[config.mk]
export PLATFORM = sky130hd
export DESIGN_NAME = irq_router
export DESIGN_NICKNAME = d
export VERILOG_FILES = /design/src/rtl/irq_router.sv
export SDC_FILE = /design/constraint.sdc
export NUM_CORES = 1
export LEC_CHECK = 0
export ABC_CLOCK_PERIOD_IN_PS = 1800
export BUFFER_PORTS_ARGS = -buffer_cell sky130_fd_sc_hd__buf_2
export CORE_ASPECT_RATIO = 1.4
export CORE_MARGIN = 1
export CORE_UTILIZATION = 55
export CTS_CLUSTER_DIAMETER = 100
export CTS_CLUSTER_SIZE = 28
export DETAILED_ROUTE_END_ITERATION = 7
export GPL_TIMING_DRIVEN = 0
export PLACE_DENSITY = 0.79
export SLEW_MARGIN = 20
export SYNTH_ARGS = -nofsm -noshare
export SYNTH_HDL_FRONTEND = slang
export SYNTH_SLANG_ARGS = --single-unit
[constraint.sdc]
create_clock -name clk -period 1.8 [get_ports clk]
set_input_delay 0.09 -clock clk [delete_from_list [all_inputs] [get_ports clk]]
set_output_delay 0.09 -clock clk [all_outputs]
set_load 0.005 [all_outputs]
[src/rtl/irq_router.sv]
module irq_router #(
  parameter int NSRC = 64,
  parameter int NCPU = 4,
  localparam int SW = $clog2(NSRC),
  localparam int CW = (NCPU > 1) ? $clog2(NCPU) : 1,
  localparam int PW = $clog2(NCPU + 1)
) (
  input  logic                 clk,
  input  logic                 rst_n,
  input  logic [PW-1:0]        cpu_count,
  input  logic                 post_en,
  input  logic [SW-1:0]        post_src,
  input  logic                 clr_en,
  input  logic [SW-1:0]        clr_src,
  input  logic                 mask_we,
  input  logic [CW-1:0]        mask_sel,
  input  logic [NSRC-1:0]      mask_val,
  output logic [NSRC-1:0]      raw_req,
  output logic [NCPU*NSRC-1:0] pend,
  output logic [NCPU-1:0]      irq,
  output logic [NCPU*SW-1:0]   low_src
);

  localparam logic [NSRC-1:0] ONE = NSRC'(1);

  logic [NSRC-1:0] raw_q, raw_d, set_v, clr_v;

  assign set_v = post_en ? (ONE << post_src) : '0;
  assign clr_v = clr_en  ? (ONE << clr_src)  : '0;
  assign raw_d = (raw_q | set_v) & ~clr_v;

  always_ff @(posedge clk) begin
    if (!rst_n) raw_q <= '0;
    else        raw_q <= raw_d;
  end

  assign raw_req = raw_q;

  for (genvar c = 0; c < NCPU; c++) begin : g_cpu
    logic [NSRC-1:0] mask_q, mask_d, pend_q;
    logic [SW-1:0]   low;
    logic            here;

    assign here   = PW'(c) < cpu_count;
    assign mask_d = (mask_we && mask_sel == CW'(c)) ? mask_val : mask_q;

    always_ff @(posedge clk) begin
      if (!rst_n) begin
        mask_q <= '0;
        pend_q <= '0;
      end else begin
        mask_q <= mask_d;
        pend_q <= here ? (mask_d & raw_d) : '0;
      end
    end

    always_comb begin
      low = '0;
      for (int i = NSRC - 1; i >= 0; i--)
        if (pend_q[i]) low = SW'(i);
    end

    assign pend[c*NSRC +: NSRC] = pend_q;
    assign irq[c]               = |pend_q;
    assign low_src[c*SW +: SW]  = low;
  end

endmodule

======== Word level (Yosys, flattened, before mapping) ========
Index checks and enable logic that the tools add are counted.
operators by class
  reductions and logical operators ........ 13
  $lt $le $gt $ge ......................... 4
  shifts and indexed selects .............. 2
  bitwise logic cells ..................... 7
  muxes and demuxes ....................... 262
  equality and inequality tests ........... 3
operators by type and width
  cell                                               number
  2-to-1 mux 6 bit                                   256
  2-to-1 mux 64 bit                                  6
  bitwise AND 64 bit                                 5
  OR reduction 64 bit                                4
  left shift 1 x 6 -> 64 bit, first input constant   2
  inverter 64 bit                                    1
  bitwise OR 64 bit                                  1
  AND reduction 2 bit                                4
  < comparator 1 x 3 -> 1 bit, first input constant  2
  < comparator 2 x 3 -> 1 bit, first input constant  2
  == test 2 bit, second input constant               2
  logical AND 1 bit                                  4
  == test 2 x 1 -> 1 bit, second input constant      1
  logical NOT 2 bit                                  1
word-level totals
  logic and storage cells ................. 300
  bits of input ports ..................... 86
  output and inout bits ................... 348
  flip-flop bits (word level) ............. 576

======== Longest topological paths before layout ========
  depth after elaboration ................. 64
  depth in mapped cells ................... 6
  gate-level depth less buffers ........... 5

======== Worst setup path after synthesis ========
No wires, ideal clock.
  kind .................................... register to output
  start ................................... register g_cpu[2].pend_q[15]
  end ..................................... output low_src[14]
  slack ................................... 0.120 ns
  data required time ...................... 1.710 ns
  buffers on the path ..................... 0
  data arrival time ....................... 1.590 ns
  cell stages (with the launch flop) ...... 5
  cell sequence ........................... dfxtp_1 or4_4 or4_1 o22ai_1 o22ai_1
on the way
  word-level cells in the longest chain between the ends .. 16
RTL lines
  what                            line  RTL
  start: declaration              40    logic [NSRC-1:0] mask_q, mask_d, pend_q;
  start signal: assignment        53    pend_q <= here ? (mask_d & raw_d) : '0;
  2-to-1 mux 6 bit (16 in a row)  60    if (pend_q[i]) low = SW'(i);
  end: declaration                21    output logic [NCPU*SW-1:0] low_src
No other way between the ends.

======== Worst setup path after layout ========
  start ................................... register g_cpu[2].pend_q[62]
  end ..................................... output low_src[12]
on the way
  word-level cells in the longest chain between the ends .. 63
RTL lines
  what                            line
  2-to-1 mux 6 bit (63 in a row)  60
No other way between the ends.

==> impl_metrics.toml <==
[worst_setup_path]
cpPeakStageDelay_ns = 0.44
worstPathArrival_ns = 2.58
cp_top_family = "compound AO/OA/AOI/OAI gates"
worst_setup_path_start_kind = "flop"
path_buf_inv = 1
endpoint_kind = "primary output"
crit_slowest_cell = "a221oi_1"
cp.required_ns = 1.71
cp_max_fo = 4
critical_path_class = "reg -> out"
crit_chain = "nand2b_1 -> a221oi_1 -> o211ai_1 -> o211a_1 -> o311ai_2 -> buf_2"

[power]
p_int_uw = 16000
switchingPower_uw = 5170
p_sw_frac = 0.244
vdd_drop_max_mv = 0.900
clockPowerShare = 0.305
combPwrFrac = 0.082
powerDensity_nw_per_um2 = 751
p_leak_uw = 0.0129
seq_power_share = 0.613
total_power_uw = 21200

[synthesis]
ys_types = 50
ys_warn_count = 0
ys_seq_elements = 576
synth.avg_cell_area_um2 = 9.04
syn_inst = 2537
synth-seq-area-share = 0.503
synth_nets = 2623
synth_top_cell_by_area = "dfxtp_1"
synth-edff-count = 0
syn_area_um2 = 22900
async_flop_share = 0
ys_top_cells_by_area = "dfxtp_1, mux2i_1, nand2_1"
netlist.area_leader.share = 0.503
synth_ff_type = "dfxtp_1"

[finish]
area_growth_syn_to_layout_pct = 23.1
mostFrequentLayoutCells = "dfxtp_1, buf_2, nand2_1, nor3_1, nor2_1"
drive_gt1_frac = 0.232
fill_cells = 3296
fin_nets = 3172
mostFrequentLayoutCell = "dfxtp_1"
fin_cells = 3633

[outcome]
violations = "setup timing"
status = "finished, violations left"

[sta]
hold_viol_final = 0
setup_ws_ns = -0.873
fin_crit_ns = 2.67
timing.fmax_ghz = 0.374
worst-slew-pin-transition_ns = 1.26
holdWs_ns = 0.0113
setup_viol_count_final = 28
rsz0062_at_grt = "yes"
fin_tns_setup_ns = -17.07
slew_viol_final = 0
fin_skew_ns = 0.0240
fin_crit_sh = 1.48
maxSlewHeadroom = 0.152

[grt]
overflow = 0
grt_pass1_wl_um = 133000
grt_pass1_vias = 21400
grt_max_degree = 29
grt_use_total = 0.423
antenna_found_initial = 5

[clock_tree]
clk_pin_slew_ns = 0.11
cts_tree = "yes"
cts_max_path_buffers = 3
worstSkewPairLatency_ns = 0.60
h-tree-depth = 1
cts_buffers = 24
root_buffer = "clkbuf_16"
clkSinkCount = 576

[floorplan]
die_h_um = 244
start_util = 0.557
ios = 434
die_x_um = 175
die_area_um2 = 42500
num_rows = 88
core_um2 = 41200

[drt]
wl_per_cell_um = 25.9
wirelength_um = 93900
final_antenna_net_count = 0
wl_met1_um = 33700
maxUsedRoutingLayer = "met5"
first_pass_iters = 5
vias = 22400
viasPerCell = 6.17
wl_met3_um = 6580
drtIter0Drc = 1925
routed-wl-met2_um = 44300
drc = 0

[placed_design]
globalplace.congestion = 1.02
io_buffers = 431
dp.cells = 3508
hpwl_um = 73100

[min_path]
hp-class = "in -> reg"

[job]
cap_violations = 0
per-stage QoR:
| step | utilization | worst slack [ns] | instance area [um^2] |
|---|---|---|---|
| CTS | 0.674 | -0.739 | 27800 |
| global route | 0.685 | -0.790 | 28200 |
| floorplan | - | 0.120 | 22900 |
| finish | 0.685 | -0.873 | 28200 |
| detailed placement | 0.625 | -0.471 | 25800 |
| global placement | 0.625 | -0.465 | 25800 |
sequential cells by signal, summed over array words and instances, names as in the netlist:
| name | cells |
|---|---|
| g_cpu.mask_q | 256 |
| raw_req | 64 |
| g_cpu.pend_q | 256 |
final timing paths:
kind              cells after the start  slack, ns                             end                      startpoint
setup / recovery                      6      -0.87                     low_src[12]  g_cpu[2].pend_q[62]$_SDFF_PN0_
hold / removal                        3       0.01   g_cpu[3].pend_q[1]$_SDFF_PN0_                    cpu_count[2]
setup reg to reg                      2       0.48  g_cpu[0].pend_q[51]$_SDFF_PN0_          raw_req[51]$_SDFF_PN0_
hold reg to reg                       2       0.48   g_cpu[0].mask_q[6]$_SDFF_PN0_   g_cpu[0].mask_q[6]$_SDFF_PN0_
worst reg2reg max path: stages (launching register included):
cell       delay (ns)
dfxtp_1          0.42
a2bb2oi_1        0.56
and3_1           0.27
synthesized netlist by cell type, types with 11 or more instances:
master     instances
mux2i_1          128
nor3_1           188
dfxtp_1          576
o21bai_1          12
nand2b_1          22
o21a_1            12
nand2_1          310
and2_1            65
o211ai_1          17
nand3_1           42
clkbuf_1          83
inv_1             46
o31ai_1           14
buf_2             34
or3_1             13
a2bb2oi_1         64
a31oi_1           11
a21oi_1           45
o21ai_0           29
nor2b_1          154
and3_1           129
o22ai_1           69
nor2_1           170
or4_1             29
nor4_1            60
a21boi_0         130
kinds of logic after synthesis:
family,count (synthesis),synth area share
buf+inv,171,0.0299
compound gates,448,0.140
simple gates,1214,0.272
flops,576,0.503
mux,128,0.0559
power groups by stage:
stage	sequential (uW)	clock, uW	combinational [uW]
2_1_floorplan	13300	0	826
3_3_place_gp	13300	0	1490
3_5_place_dp	13300	0	1520
4_1_cts	13000	6450	1660
5_1_grt	13000	6920	1810
6_report	13000	6470	1730
cell type report:
cell class	instances	area, um^2	share of cell area
Tap cell	540	676	0.0239
Antenna cell	6	15.0	0.000532
Sequential cell	576	11600	0.412
Buffer	125	513	0.0182
Clock inverter	2	16.3	0.000576
Inverter	46	173	0.00612
Clock buffer	25	626	0.0222
Multi-Input combinational cell	1790	11600	0.410
Timing Repair Buffer	523	3020	0.107
metal layers:
layer / vias up / global-route usage
li1: 10100 / -
met4: 4 / 0.370
met1: 10800 / 0.468
met5: - / 0.0162
met2: 1229 / 0.699
met3: 347 / 0.0698
timing repair:
item | in CTS | in global routing
gates resized for setup | 158 | 84
hold buffers | 66 | 0
buffers inserted | 15 | 11
hold endpoints to repair | 359 | 0
setup endpoints to repair | 28 | 86
pin swaps | 50 | 48
Note: power is estimated with default switching activity, not from simulation.
